**src/rtl/rst_seq_pkg.sv**
```systemverilog
// Package: shared types for the chip reset sequencer.
// Assumes nothing beyond IEEE 1800-2017.
package rst_seq_pkg;

    // One bit per reset source that can restart the hold countdown.
    typedef struct packed {
        logic lowv;   // synchronized low-supply flag
        logic pin;    // qualified external reset pin
        logic wdt;    // watchdog request
    } rst_cause_t;

endpackage

```
**src/rtl/rst_seq_sync.sv**
```systemverilog
// Module: rst_seq_sync
// Moves an asynchronous level into the clk domain through a chain of
// flip-flops. The output lags the input by STAGES sampled edges.
// Assumes STAGES >= 2 and a synchronous active-low rst_n. RESET_VAL is the
// value the chain holds during reset, which should be the input's idle level.
module rst_seq_sync #(
    parameter int STAGES    = 2,
    parameter bit RESET_VAL = 1'b0
) (
    input  logic clk,
    input  logic rst_n,
    input  logic d,
    output logic q
);

    logic [STAGES-1:0] stg;

    // Shift the sampled input along the flop chain.
    always_ff @(posedge clk) begin
        if (!rst_n) begin
            stg <= {STAGES{RESET_VAL}};
        end else begin
            stg[0] <= d;
            for (int i = 1; i < STAGES; i++) begin
                stg[i] <= stg[i-1];
            end
        end
    end

    assign q = stg[STAGES-1];

endmodule

```
**src/rtl/rst_seq_pin_filter.sv**
```systemverilog
// Module: rst_seq_pin_filter
// Counts consecutive low samples of the synchronized external reset pin and
// raises 'held' once MIN_LOW of them have been seen. The count saturates, and
// any high sample clears it, so separate short pulses never add up.
// Assumes pin_n_s is already synchronous to clk and MIN_LOW >= 1.
module rst_seq_pin_filter #(
    parameter int MIN_LOW = 10
) (
    input  logic clk,
    input  logic rst_n,
    input  logic pin_n_s,
    output logic held
);

    localparam int              CW    = $clog2(MIN_LOW + 1);
    localparam logic [CW-1:0]   MIN_V = CW'(MIN_LOW);

    logic [CW-1:0] lowcnt;

    // Count the current low run, saturating at the qualification length.
    always_ff @(posedge clk) begin
        if (!rst_n) begin
            lowcnt <= '0;
        end else if (pin_n_s) begin
            lowcnt <= '0;
        end else if (lowcnt != MIN_V) begin
            lowcnt <= lowcnt + 1'b1;
        end
    end

    assign held = (lowcnt == MIN_V);

    AST_FILTER_SAT: assert property (@(posedge clk) disable iff (!rst_n)
        lowcnt <= MIN_V);
    AST_FILTER_CLEAR: assert property (@(posedge clk) disable iff (!rst_n)
        pin_n_s |=> !held);

endmodule

```
**src/rtl/rst_seq_hold.sv**
```systemverilog
// Module: rst_seq_hold
// Keeps the chip reset high while any source is present, then for HOLD
// further cycles. A source seen during the countdown reloads it to full.
// Leaving reset counts as a source that ended one cycle earlier: the counter
// starts full and the output starts high.
// Assumes HOLD >= 1.
module rst_seq_hold
    import rst_seq_pkg::*;
#(
    parameter int HOLD = 600000
) (
    input  logic       clk,
    input  logic       rst_n,
    input  rst_cause_t cause,
    output logic       sys_rst
);

    localparam int            CW     = $clog2(HOLD + 1);
    localparam logic [CW-1:0] HOLD_V = CW'(HOLD);

    logic [CW-1:0] cnt;
    logic          any_cause;

    assign any_cause = |cause;

    // Reload on any source, otherwise count down to zero; register the output.
    always_ff @(posedge clk) begin
        if (!rst_n) begin
            cnt     <= HOLD_V;
            sys_rst <= 1'b1;
        end else begin
            if (any_cause) begin
                cnt <= HOLD_V;
            end else if (cnt != '0) begin
                cnt <= cnt - 1'b1;
            end
            sys_rst <= any_cause || (cnt != '0);
        end
    end

    AST_CAUSE_RST: assert property (@(posedge clk) disable iff (!rst_n)
        any_cause |=> sys_rst);
    AST_CNT_RANGE: assert property (@(posedge clk) disable iff (!rst_n)
        cnt <= HOLD_V);
    AST_NO_EARLY_RELEASE: assert property (@(posedge clk) disable iff (!rst_n)
        $fell(sys_rst) |-> ($past(cnt) == '0));

endmodule

```
**src/rtl/chip_reset_seq.sv**
```systemverilog
// Module: chip_reset_seq (top)
// Combines power-good, low-supply, external pin and watchdog reset sources
// into one registered active-high chip reset, with a common hold time.
// Assumes pwr_good is already synchronous to clk (it is used as the
// synchronous active-low reset of every register here). lowv_det and
// ext_rst_n are asynchronous. wdt_req comes from a clk-domain watchdog.
module chip_reset_seq
    import rst_seq_pkg::*;
#(
    parameter int HOLD_CYCLES  = 600000,
    parameter int MIN_LOW_CLKS = 10,
    parameter int SYNC_STAGES  = 2
) (
    input  logic clk,
    input  logic pwr_good,
    input  logic lowv_det,
    input  logic ext_rst_n,
    input  logic wdt_req,
    output logic sys_rst
);

    logic       rst_n;
    logic       lowv_s;
    logic       pin_n_s;
    logic       pin_held;
    rst_cause_t cause;

    assign rst_n = pwr_good;

    // Bring the low-supply flag into the clock domain.
    rst_seq_sync #(.STAGES(SYNC_STAGES), .RESET_VAL(1'b0)) u_lowv_sync (
        .clk(clk), .rst_n(rst_n), .d(lowv_det), .q(lowv_s));

    // Bring the external reset pin into the clock domain.
    rst_seq_sync #(.STAGES(SYNC_STAGES), .RESET_VAL(1'b1)) u_pin_sync (
        .clk(clk), .rst_n(rst_n), .d(ext_rst_n), .q(pin_n_s));

    // Qualify the pin by its minimum low time.
    rst_seq_pin_filter #(.MIN_LOW(MIN_LOW_CLKS)) u_pin_filter (
        .clk(clk), .rst_n(rst_n), .pin_n_s(pin_n_s), .held(pin_held));

    // Gather the sources that restart the hold.
    always_comb begin
        cause.lowv = lowv_s;
        cause.pin  = pin_held;
        cause.wdt  = wdt_req;
    end

    // Stretch the reset after the last source goes away.
    rst_seq_hold #(.HOLD(HOLD_CYCLES)) u_hold (
        .clk(clk), .rst_n(rst_n), .cause(cause), .sys_rst(sys_rst));

    AST_PWR_BAD_RST: assert property (@(posedge clk)
        !pwr_good |=> sys_rst);
    AST_LOWV_HELD: assert property (@(posedge clk) disable iff (!pwr_good)
        lowv_s |=> sys_rst);

endmodule

```
**config.mk**
```make
export PLATFORM = sky130hd
export DESIGN_NAME = chip_reset_seq
export DESIGN_NICKNAME = d
export VERILOG_FILES = /design/src/rtl/rst_seq_pkg.sv /design/src/rtl/rst_seq_sync.sv /design/src/rtl/rst_seq_pin_filter.sv /design/src/rtl/rst_seq_hold.sv /design/src/rtl/chip_reset_seq.sv
export SDC_FILE = /design/constraint.sdc
export NUM_CORES = 1
export LEC_CHECK = 0
export CORE_MARGIN = 4
export CORE_UTILIZATION = 52
export CTS_CLUSTER_SIZE = 25
export DETAILED_ROUTE_END_ITERATION = 7
export DONT_BUFFER_PORTS = 1
export PLACE_DENSITY_LB_ADDON = 0.3
export SLEW_MARGIN = 20
export SYNTH_ARGS = -nofsm -noshare
export SYNTH_HDL_FRONTEND = slang
export SYNTH_HIERARCHICAL = 1
export SYNTH_SLANG_ARGS = --single-unit
export TNS_END_PERCENT = 100
```
**constraint.sdc**
```tcl
create_clock -name clk -period 2 [get_ports clk]
set_input_delay 0.2 -clock clk [delete_from_list [all_inputs] [get_ports clk]]
set_output_delay 0.2 -clock clk [all_outputs]
set_load 0.02 [all_outputs]
```
==> results.md, run 1 <==
* Minimum clock period at 1.95 ns
* Cell count of the worst reg-to-reg path at 8
* Worst Path Class, Setup: reg -> reg
* Critical path arrival at 2.21 ns
* Flop2flop setup slack at 0.05 ns
* Mapped Nets at 159
* Warnings from Yosys at 6
* Syn_area_per_cell at 9.10 um2
* WL/cell at 15.8 um
* Routability Congestion at 0.833
* RSZ-0062 raised after global routing: yes
* Vias at 1338
* PwrDens at 661 nW/um2
* Clk buf depth at 2
* Multi-input gate area at 787 um2
* DRT iter0 DRCs at 95
* Worst-path fanout max at 5
* Fill cells at 188
* Flops & latches, synth at 29
* Synth unique cells at 40
* Post-Route Setup TNS at 0 ns
* H-tree depth at 2
* I/O Buffers at 0
* Slew Limit Fails at 0
* Vias in the first global route at 1273
* Finished Layout Cells at 211
* Die H at 59.2 um
* Largest net degree at the start of global routing at 25
* Clock-pin slew on the worst setup and hold paths at 0.09 ns
* CTS sink cnt at 29
* Post-DP HPWL at 2310 um
* TritonRoute pass-1 iters at 4
* Clk Latency, worst-skew pair at 0.33 ns
* WL met1 at 1370 um
* Core footprint at 2500 um2
* Outcome: finished clean
* Leading area contributor after synthesis: dfxtp_1
* Seq/Total Area, Yosys at 0.425
* Lkg Pwr at 0.626 nW
* Final hold violations at 0
* Top Layer Used: met4
* Util after Layout at 0.698
* Reg-to-Reg Start: u_pin_filter/lowcnt[0]
* Fin crit share at 0.974
* Die Area at 3510 um2
* Post-synth EDFFs at 0
* Top-area cell type share of the netlist area at 0.425
* DR WL met2 at 1640 um
* Asr flop ratio synth at 0
* Met3 WL at 223 um
* Top FF cell, synth: dfxtp_1
* Initial core utilization at 0.546
* Cell count after synthesis at 150
* Relative slew slack at 0.657
* CP Capture Type: flop
* Global-route wire length before repair at 5600 um
* Routed Antenna Nets at 0
* Clock skew at 0.00670 ns
* Die W at 59.2 um
* P&R area growth vs syn at 27.9%
* Commonest non-fill, non-tap cell in the layout: dfxtp_1
* Most frequent cells in the layout: dfxtp_1, buf_4, nor3_1, nand4_1, nand3_1
* Hold_ws at 0.0341 ns
* Post-route DRC at 0
* Worst ir drop on vdd at 0.513 mV
* Worst Max-Slew Pin Slew at 0.511 ns
* Nets at 189
* Min-delay worst type: in -> reg
* Total CTS buffers at 5
* Post-Place Cells at 198
* Share of cells above drive strength 1 at 0.298
* Root buffer cell: clkbuf_4
* Drt total wl at 3330 um
* Grt ovf at 0
* # setup viols final at 0
* Max Cap Viol at 0
* DR vias/cell at 6.34
* GRT Overall Usage at 0.214
* Synth top area cells: dfxtp_1, ha_1, nand3b_1
* Peak Freq at 0.513 GHz
* Worst Hold Launch: pwr_good
* Hold path endpoint: u_pin_filter/lowcnt[3]
* Hold Path Depth at 2
* Worst r2r dst: u_hold/cnt[4]
* Row count at 18
* Ant diodes at 0
* CP Launch Type: flop
* Mapped Area at 1370 um2
* Antenna violations before repair at 0
* IO Pins at 6
* CTS tree: done
* Sequential Area at 587 um2
* CP Data Required Time at 2.26 ns
[worst max-delay path by stage]
stage | startpoint | endpoint | cells past startpoint
after floorplan | u_pin_filter/lowcnt[0] | u_hold/cnt[17] | 8
after global placement | u_pin_filter/lowcnt[0] | u_hold/cnt[4] | 8
after detailed placement | u_pin_filter/lowcnt[0] | u_hold/cnt[4] | 8
after CTS | u_pin_filter/lowcnt[0] | u_hold/cnt[4] | 8
after global routing | u_pin_filter/lowcnt[0] | u_hold/cnt[4] | 8
final | u_pin_filter/lowcnt[0] | u_hold/cnt[4] | 8
[cell usage after synthesis, drive strengths merged, types with 2 or more instances]
cell type and number:
nor3 7, o211ai 3, clkbuf 5, or3b 3, inv 4, a211oi 2, dfxtp 29, o21ai 10
nand2b 4, nor4 4, a21oi 4, or4 6, nor2 6, o31ai 5, or3 6, nand3 7
buf 2, ha 4, nand3b 6, o311ai 4, mux2i 3, and2 2, nand4 7, nor4b 2
nand2 6
[state kept, by name, indices dropped and copies added, names as in the netlist]
signal,cells
u_hold/cnt,20
u_hold/sys_rst,1
u_lowv_sync/stg,2
u_pin_filter/lowcnt,4
u_pin_sync/stg,2
[power breakdown]
| part | switching (mW) | total, mW | internal, mW |
|---|---|---|---|
| registers | 0.0158 | 0.610 | 0.594 |
| clock network | 0.206 | 0.410 | 0.203 |
| logic | 0.0635 | 0.133 | 0.0698 |
[per-stage QoR]
stage                     total power [mW]  cell area [um2]  setup slack (ns)
after floorplan                      0.685             1380           -0.0116
after global placement               0.729             1590            0.0362
after detailed placement             0.734             1590           -0.0292
after CTS                             1.15             1690           0.00357
after global routing                  1.21             1750           -0.0408
final                                 1.15             1750            0.0514
[worst max-delay path: stages, from the launching register on]
cell      delay, ns
dfxtp_2        0.34
inv_2          0.04
ha_4           0.15
nand3b_1       0.11
inv_2          0.05
or4b_4         0.57
buf_6          0.15
or3_4          0.33
o21ai_2        0.14
[metal layers]
layer / global-route usage / up-vias
li1: - / 638
met1: 0.247 / 630
met2: 0.348 / 57
met3: 0.0763 / 13
met4: 0.104 / 0
met5: 0 / -
[repair_timing]
action                                  in CTS  in global routing
buffers inserted                             0                  2
hold endpoints to repair                     4                  0
hold buffers                                 3                  0
pin swaps                                    0                  5
endpoints found under the setup margin       2                  5
gates resized for setup                      1                 13
[cell families (layout without fill, tap and decap cells)]
group | after synthesis | after routing | share of synthesized area
fa+ha+maj | 4 | 4 | 0.0367
flops | 29 | 29 | 0.425
simple gates | 71 | 71 | 0.327
compound gates | 30 | 30 | 0.145
buf+inv | 11 | 42 | 0.0312
xor+xnor | 2 | 2 | 0.0128
mux | 3 | 3 | 0.0220
[final cells by class]
class | count | area share
multi-input cells | 110 | 0.451
clock buffers | 7 | 0.0373
well taps | 30 | 0.0215
inverters | 4 | 0.00860
clock inverters | 1 | 0.00287
repair buffers | 30 | 0.143
flip-flops and latches | 29 | 0.336
Power figures use the tool's default switching activity.
==> inputs of run 2 (changes only) <==
--- a/config.mk
+++ b/config.mk
@@ -5,12 +5,14 @@
 export SDC_FILE = /design/constraint.sdc
 export NUM_CORES = 1
 export LEC_CHECK = 0
+export CORE_ASPECT_RATIO = 0.5
 export CORE_MARGIN = 4
 export CORE_UTILIZATION = 52
 export CTS_CLUSTER_SIZE = 25
 export DETAILED_ROUTE_END_ITERATION = 7
 export DONT_BUFFER_PORTS = 1
 export PLACE_DENSITY_LB_ADDON = 0.3
+export SETUP_SLACK_MARGIN = 0.5
 export SLEW_MARGIN = 20
 export SYNTH_ARGS = -nofsm -noshare
 export SYNTH_HDL_FRONTEND = slang
==> run 2 against run 1 <==
The flow now finishes with violations (DRC, setup timing). Flip-flop and latch count did not move. First-iteration DRC count rose to 3.8 times the previous value. Register-to-register slack got worse by 0.14 ns. Critical endpoint is now u_hold/cnt[14]. Sequential power rose by 2%. Maximum frequency fell by 6.7%. Global-route usage rose by 13 points. Clock skew rose by 0.0041 ns. Cell count rose by 9.0%. Die area rose by 1.4%. Non-clock buffer count rose by 15. Final area rose by 30%. Hold slack got worse by 0.030 ns.
==> results.md, run 2 (synthesis gave the netlist of run 1 again) <==
* I/O Buffers at 0
* Dpl ws at -0.0660 ns
* Vias in the first global route at 1674
* CTS tree: done
* DR vias/cell at 8.14
* Global-route wire length before repair at 8960 um
* Worst ir drop on vdd at 0.630 mV
* P&R area growth vs syn at 66.2%
* CTS sink cnt at 29
* Max stage delay cell, worst path: or3b_4
* Post-route DRC at 1
* Largest registers: u_hold/cnt: 20 flops, u_pin_filter/lowcnt: 4 flops
* Root buffer cell: clkbuf_8
* Largest Register: u_hold/cnt
* Nets at 204
* Routability Congestion at 0.775
* Worst Max-Slew Pin Slew at 0.742 ns
* Total CTS buffers at 5
* Worst setup margin at -0.0887 ns
* Slew Limit Fails at 0
* Lkg Pwr at 0.809 nW
* Worst Path Class, Setup: reg -> reg
* Fill cells at 44
* Most frequent cells in the layout: buf_4, dfxtp_1, buf_6, nand4_1
* Post-Route Setup TNS at -0.346 ns
* Final hold violations at 0
* Antenna violations before repair at 0
* Number of flip-flops in the largest register at 20
* Util after Layout at 0.962
* Critical path arrival at 2.30 ns
* Failing checks: DRC, setup timing
* Clk Latency, worst-skew pair at 0.30 ns
* Min-delay worst type: in -> reg
* CP Launch Type: flop
* Area after DPL at 1560 um2
* Ant diodes at 0
* PwrDens at 613 nW/um2
* TritonRoute pass-1 iters at 8
* Max Cap Viol at 0
* Clk buf depth at 2
* Crit-path max cell delay at 0.39 ns
* Row count at 12
* Worst path cell trace: inv_2 -> ha_4 -> or3b_4 -> buf_4 -> nor2_1 -> nand4_1 -> mux2i_1
* Commonest non-fill, non-tap cell in the layout: buf_4
* Largest net degree at the start of global routing at 13
* Grt ovf at 0
* Drt total wl at 7450 um
* Final Instance Area at 2270 um2
* WL/cell at 32.4 um
* Relative slew slack at 0.501
* Die H at 44.2 um
* Post-Place Cells at 196
* Outcome: complete, but fails checks
* Peak Freq at 0.479 GHz
* DRT iter0 DRCs at 360
* CP Capture Type: flop
* Fin crit share at 1.04
* Core footprint at 2360 um2
* Share of cells above drive strength 1 at 0.533
* Worst-path fanout max at 6
* IO Pins at 6
* Post-DP HPWL at 2170 um
* H-tree depth at 2
* Minimum clock period at 2.09 ns
* Clock skew at 0.0108 ns
* Finished Layout Cells at 230
* Die W at 80.5 um
* # setup viols final at 8
* Die Area at 3560 um2
* Initial core utilization at 0.579
* Clock-pin slew on the worst setup and hold paths at 0.07 ns
* CP Data Required Time at 2.21 ns
* GRT Overall Usage at 0.348
* RSZ-0062 raised after global routing: yes
* Routed Antenna Nets at 0
* Vias at 1873
==> run 2: changes by cell type in the layout (fill, tap and decap cells not counted), sizes merged <==
cell,previous run,this run
clkinv,1,0
buf,27,44
dlygate4sd3,3,1
==> run 2: cell type report <==
class / instances / area [um2] / share of cell area
multi-input cells: 110 / 1070 / 0.472
flip-flops and latches: 29 / 587 / 0.259
repair buffers: 45 / 463 / 0.204
clock buffers: 7 / 86.3 / 0.0381
well taps: 35 / 43.8 / 0.0193
inverters: 4 / 17.5 / 0.00772
==> run 2: worst max-delay path, delay by kind of cell (launching register included) <==
family	cells	cell delay, ns
buffers and inverters	2	0.29
flip-flops	1	0.35
AND/OR/NAND/NOR	3	0.97
multiplexers	1	0.24
adder cells (fa/ha/maj)	1	0.15
==> run 2: timing repair <==
item,in CTS,in global routing
gates resized for setup,31,50
buffers inserted,20,4
pin swaps,12,10
gates cloned,2,0
hold buffers,1,0
endpoints found under the hold margin,2,0
setup endpoints to repair,21,22
==> run 2: layer usage <==
layer  routed length [um]  part of all wire  GRT usage
met5                    0                 0          0
met4                  719             0.096      0.226
met3                 1410              0.19      0.126
met2                 2760              0.37      0.554
met1                 2570              0.34      0.402
==> run 2: metrics by stage <==
stage	power (mW)	hold slack, ns
4_1_cts	1.29	0.0185
3_5_place_dp	0.731	0.280
2_1_floorplan	0.689	0.273
3_3_place_gp	0.728	0.278
5_1_grt	1.41	0.0107
6_report	1.39	0.00403
==> run 2: worst paths after layout <==
check                     start                  to  slack (ns)  cells past startpoint
min reg2reg  u_lowv_sync/stg[0]  u_lowv_sync/stg[1]        0.49                      1
min                   ext_rst_n   u_pin_sync/stg[0]       0.004                      1
max               u_hold/cnt[1]      u_hold/cnt[14]       -0.09                      7
max reg2reg       u_hold/cnt[1]      u_hold/cnt[14]       -0.09                      7
==> run 2: report_power, final <==
group / total (mW) / switching, mW / internal, mW
clock: 0.521 / 0.248 / 0.273
sequential: 0.621 / 0.0260 / 0.595
combinational: 0.248 / 0.128 / 0.120
total: 1.39 / 0.401 / 0.989
==> inputs of run 3 (changes only) <==
--- a/config.mk
+++ b/config.mk
@@ -8,6 +8,7 @@
 export CORE_ASPECT_RATIO = 0.5
 export CORE_MARGIN = 4
 export CORE_UTILIZATION = 52
+export CTS_BUF_LIST = sky130_fd_sc_hd__clkbuf_8 sky130_fd_sc_hd__clkbuf_16
 export CTS_CLUSTER_SIZE = 25
 export DETAILED_ROUTE_END_ITERATION = 7
 export DONT_BUFFER_PORTS = 1
==> run 3 against run 2 <==
The flow now stops in global routing. Area after synthesis unchanged. Synthesized cell count is the same.
==> results.md, run 3 <==
* Outcome: aborted with a tool error
* Stopped at: global routing
* Err: [ERROR DPL-0033] detailed placement checks failed during check placement.
* Top FF cell, synth: dfxtp_1
* Cell count after synthesis at 150
* H-tree depth at 2
* Flops & latches, synth at 29
* Die W at 80.5 um
* Total CTS buffers at 5
* Top-area cell type share of the netlist area at 0.425
* IO Pins at 6
* Mapped Area at 1370 um2
* Worst EP post-GRT repair: u_hold/cnt[12]$_SDFFE_PP0P_/D
* Commonest cells post-synth: dfxtp_1, nand3_1, nand4_1, nor3_1
* Asr flop ratio synth at 0
* Synth top area cells: dfxtp_1, ha_1, nand3b_1
* Warnings from Yosys at 6
* Largest net degree at the start of global routing at 13
* Initial core utilization at 0.579
* Synth unique cells at 40
* Post-synth EDFFs at 0
* Leading area contributor after synthesis: dfxtp_1
* Post-DP HPWL at 2170 um
* I/O Buffers at 0
* Antenna violations before repair at 0
* Die H at 44.2 um
* CTS sink cnt at 29
* Most common cell in the netlist: dfxtp_1
* Row count at 12
* Worst End Pin Type: register data pin
* Seq/Total Area, Yosys at 0.425
* Mapped Nets at 159
* Clk buf depth at 2
* Syn_area_per_cell at 9.10 um2
* Root buffer cell: clkbuf_8
* Routability Congestion at 0.775
## run 3: cell counts after synthesis
No cell type changed its count.
## run 3: timing repair
item                       in CTS
setup endpoints to repair      21
pin swaps                      14
resized for setup              31
hold buffers                    1
hold endpoints to repair        2
setup buffers                  22
gates cloned                    2
## run 3: cell families after synthesis
logic type | synth area share
adder cells (fa/ha/maj) | 0.0367
AO/OA/AOI/OAI | 0.145
AND/OR/NAND/NOR | 0.327
XOR/XNOR | 0.0128
multiplexers | 0.0220
flip-flops | 0.425
buffers and inverters | 0.0312
## run 3: metrics by stage
| step | cell area, um2 | worst slack [ns] | utilization | instances | setup TNS [ns] |
|---|---|---|---|---|---|
| after detailed placement | 1560 | -0.0660 | 0.662 | 196 | -0.102 |
| after CTS | 2020 | 0.0858 | 0.855 | 228 | 0 |
| after global placement | 1560 | -0.0207 | 0.662 | 196 | -0.0224 |
| after floorplan | 1410 | -0.00575 | - | 150 | -0.00907 |
==> inputs of run 4 (changes only) <==
--- a/config.mk
+++ b/config.mk
@@ -5,15 +5,11 @@
 export SDC_FILE = /design/constraint.sdc
 export NUM_CORES = 1
 export LEC_CHECK = 0
-export CORE_ASPECT_RATIO = 0.5
 export CORE_MARGIN = 4
-export CORE_UTILIZATION = 52
-export CTS_BUF_LIST = sky130_fd_sc_hd__clkbuf_8 sky130_fd_sc_hd__clkbuf_16
-export CTS_CLUSTER_SIZE = 25
+export CORE_UTILIZATION = 37
 export DETAILED_ROUTE_END_ITERATION = 7
 export DONT_BUFFER_PORTS = 1
-export PLACE_DENSITY_LB_ADDON = 0.3
-export SETUP_SLACK_MARGIN = 0.5
+export PLACE_DENSITY_LB_ADDON = 0.15
 export SLEW_MARGIN = 20
 export SYNTH_ARGS = -nofsm -noshare
 export SYNTH_HDL_FRONTEND = slang
==> constraint.sdc (replaced) <==
create_clock -name clk -period 2.6 [get_ports clk]
set_input_delay 0.26 -clock clk [delete_from_list [all_inputs] [get_ports clk]]
set_output_delay 0.26 -clock clk [all_outputs]
set_load 0.02 [all_outputs]
==> run 4 against run 3 <==
The flow now finishes without violations.
==> results.md, run 4 (synthesis gave the netlist of run 1 again) <==
* Postcts setup bufs at 0
* TritonRoute pass-1 iters at 4
* Max stage delay cell, worst path: or4b_1
* Peak Freq at 0.437 GHz
* Routability Congestion at 0.745
* Worst ir drop on vdd at 0.343 mV
* Largest Register: u_hold/cnt
* Clock skew at 0.00702 ns
* Worst Path Class, Setup: reg -> reg
* Ant diodes at 0
* Critical path arrival at 2.50 ns
* Row count at 21
* Worst r2r dst: u_hold/cnt[17]
* Nets at 168
* Commonest non-fill, non-tap cell in the layout: dfxtp_1
* Total CTS buffers at 5
* Post-Place Cells at 198
* CTS tree: done
* Hold_ws at 0.0554 ns
* Grt met1 use at 0.185
* Largest net degree at the start of global routing at 19
* Slew Limit Fails at 0
* Post-Route Setup TNS at 0 ns
* Worst Max-Slew Pin Slew at 0.626 ns
* Met3 Use GR at 0.0486
* Worst setup endpoint: u_hold/cnt[17]
* Most used routing layer: met2
* CP Data Required Time at 2.81 ns
* Post-CTS Hold Buffers at 0
* Reg-to-Reg Start: u_pin_filter/lowcnt[0]
* Util after Layout at 0.456
* Min-delay worst type: in -> reg
* CP Buf/Inv Count at 2
* Worst-path fanout max at 10
* P&R area growth vs syn at 15.0%
* Clk buf depth at 2
* Grt ovf at 0
* Final hold violations at 0
* CTS sink cnt at 29
* H-tree depth at 2
* Post-DP HPWL at 2050 um
* CP startpoint: u_pin_filter/lowcnt[0]
* Worst path cell trace: inv_1 -> ha_1 -> nand3b_1 -> inv_1 -> or4b_1 -> or4_1 -> o21ai_1
* Outcome: finished clean
* Share of cells above drive strength 1 at 0.131
* Antenna violations before repair at 0
* I/O Buffers at 0
* Most frequent cells in the layout: dfxtp_1, buf_4
* Max Cap Viol at 0
* Cell count of the worst reg-to-reg path at 7
* PwrDens at 602 nW/um2
* Die H at 68.7 um
* Flop2flop setup slack at 0.31 ns
* CP Depth at 7
* Core footprint at 3440 um2
* Post-route DRC at 0
* Final Power at 0.945 mW
* # setup viols final at 0
* Clk Latency, worst-skew pair at 0.28 ns
* Fill cells at 351
* IO Pins at 6
* Lkg Pwr at 0.530 nW
* Largest registers: u_hold/cnt: 20 flops, u_pin_filter/lowcnt: 4 flops
* CP Capture Type: flop
* Die W at 68.7 um
* GR Util met2 at 0.222
* Global-route wire length before repair at 5150 um
* RSZ-0062 raised after global routing: no
* DR vias/cell at 5.69
* Relative slew slack at 0.579
* Number of flip-flops in the largest register at 20
* CP Launch Type: flop
* Drt total wl at 2900 um
* WL/cell at 14.1 um
* Routed Antenna Nets at 0
* Root buffer cell: clkbuf_8
* CTS resizes at 0
* Vias in the first global route at 1146
* Top delay family on crit path: simple AND/OR/NAND/NOR gates
* Hold Path Depth at 1
* Die Area at 4730 um2
* Worst Hold Launch: pwr_good
* Vias at 1173
* Fin crit share at 0.879
* Crit-path max cell delay at 0.72 ns
* DRT iter0 DRCs at 69
* Crit-path most repeated cell: inv_1
* Minimum clock period at 2.29 ns
* Finished Layout Cells at 206
* GRT Overall Usage at 0.147
* Clock-pin slew on the worst setup and hold paths at 0.06 ns
* Initial core utilization at 0.397
## run 4: final cells by class
type | count | area (um2) | area share
Timing Repair Buffer | 9 | 67.6 | 0.0430
Sequential cell | 29 | 581 | 0.370
Clock buffer | 7 | 96.3 | 0.0614
Inverter | 4 | 15.0 | 0.00956
Clock inverter | 1 | 5.00 | 0.00319
Multi-Input combinational cell | 110 | 748 | 0.476
Tap cell | 46 | 57.6 | 0.0367
## run 4: stage by stage
| step | cell area [um2] | setup slack [ns] |
|---|---|---|
| CTS | 1570 | 0.299 |
| detailed placement | 1470 | 0.325 |
| finish | 1570 | 0.314 |
| floorplan | 1370 | 0.507 |
| global placement | 1470 | 0.390 |
| global route | 1570 | 0.131 |
## run 4: worst min path at each step
stage | endpoint | slack [ns]
2_1_floorplan | u_pin_sync/stg[0] | 0.33
3_3_place_gp | u_pin_sync/stg[0] | 0.34
3_5_place_dp | u_pin_sync/stg[0] | 0.34
4_1_cts | u_pin_sync/stg[0] | 0.04
5_1_grt | u_pin_sync/stg[0] | 0.05
6_report | u_pin_sync/stg[0] | 0.06
## run 4: routing by layer
layer,up-vias,part of all wire
li1,595,-
met1,550,0.48
met2,23,0.46
met3,5,0.048
met4,0,0.015
met5,-,0
## run 4: worst register-to-register path: stages (launching register included)
cell      delay, ns
dfxtp_1        0.39
inv_1          0.06
ha_1           0.20
nand3b_1       0.10
inv_1          0.10
or4b_1         0.72
or4_1          0.52
o21ai_1        0.12
## run 4: power breakdown
group	leakage (nW)	switching (mW)	total [mW]	internal, mW
logic	0.240	0.0364	0.0642	0.0278
registers	0.236	0.0157	0.473	0.458
clock network	0.0542	0.168	0.407	0.239
total	0.530	0.220	0.945	0.724
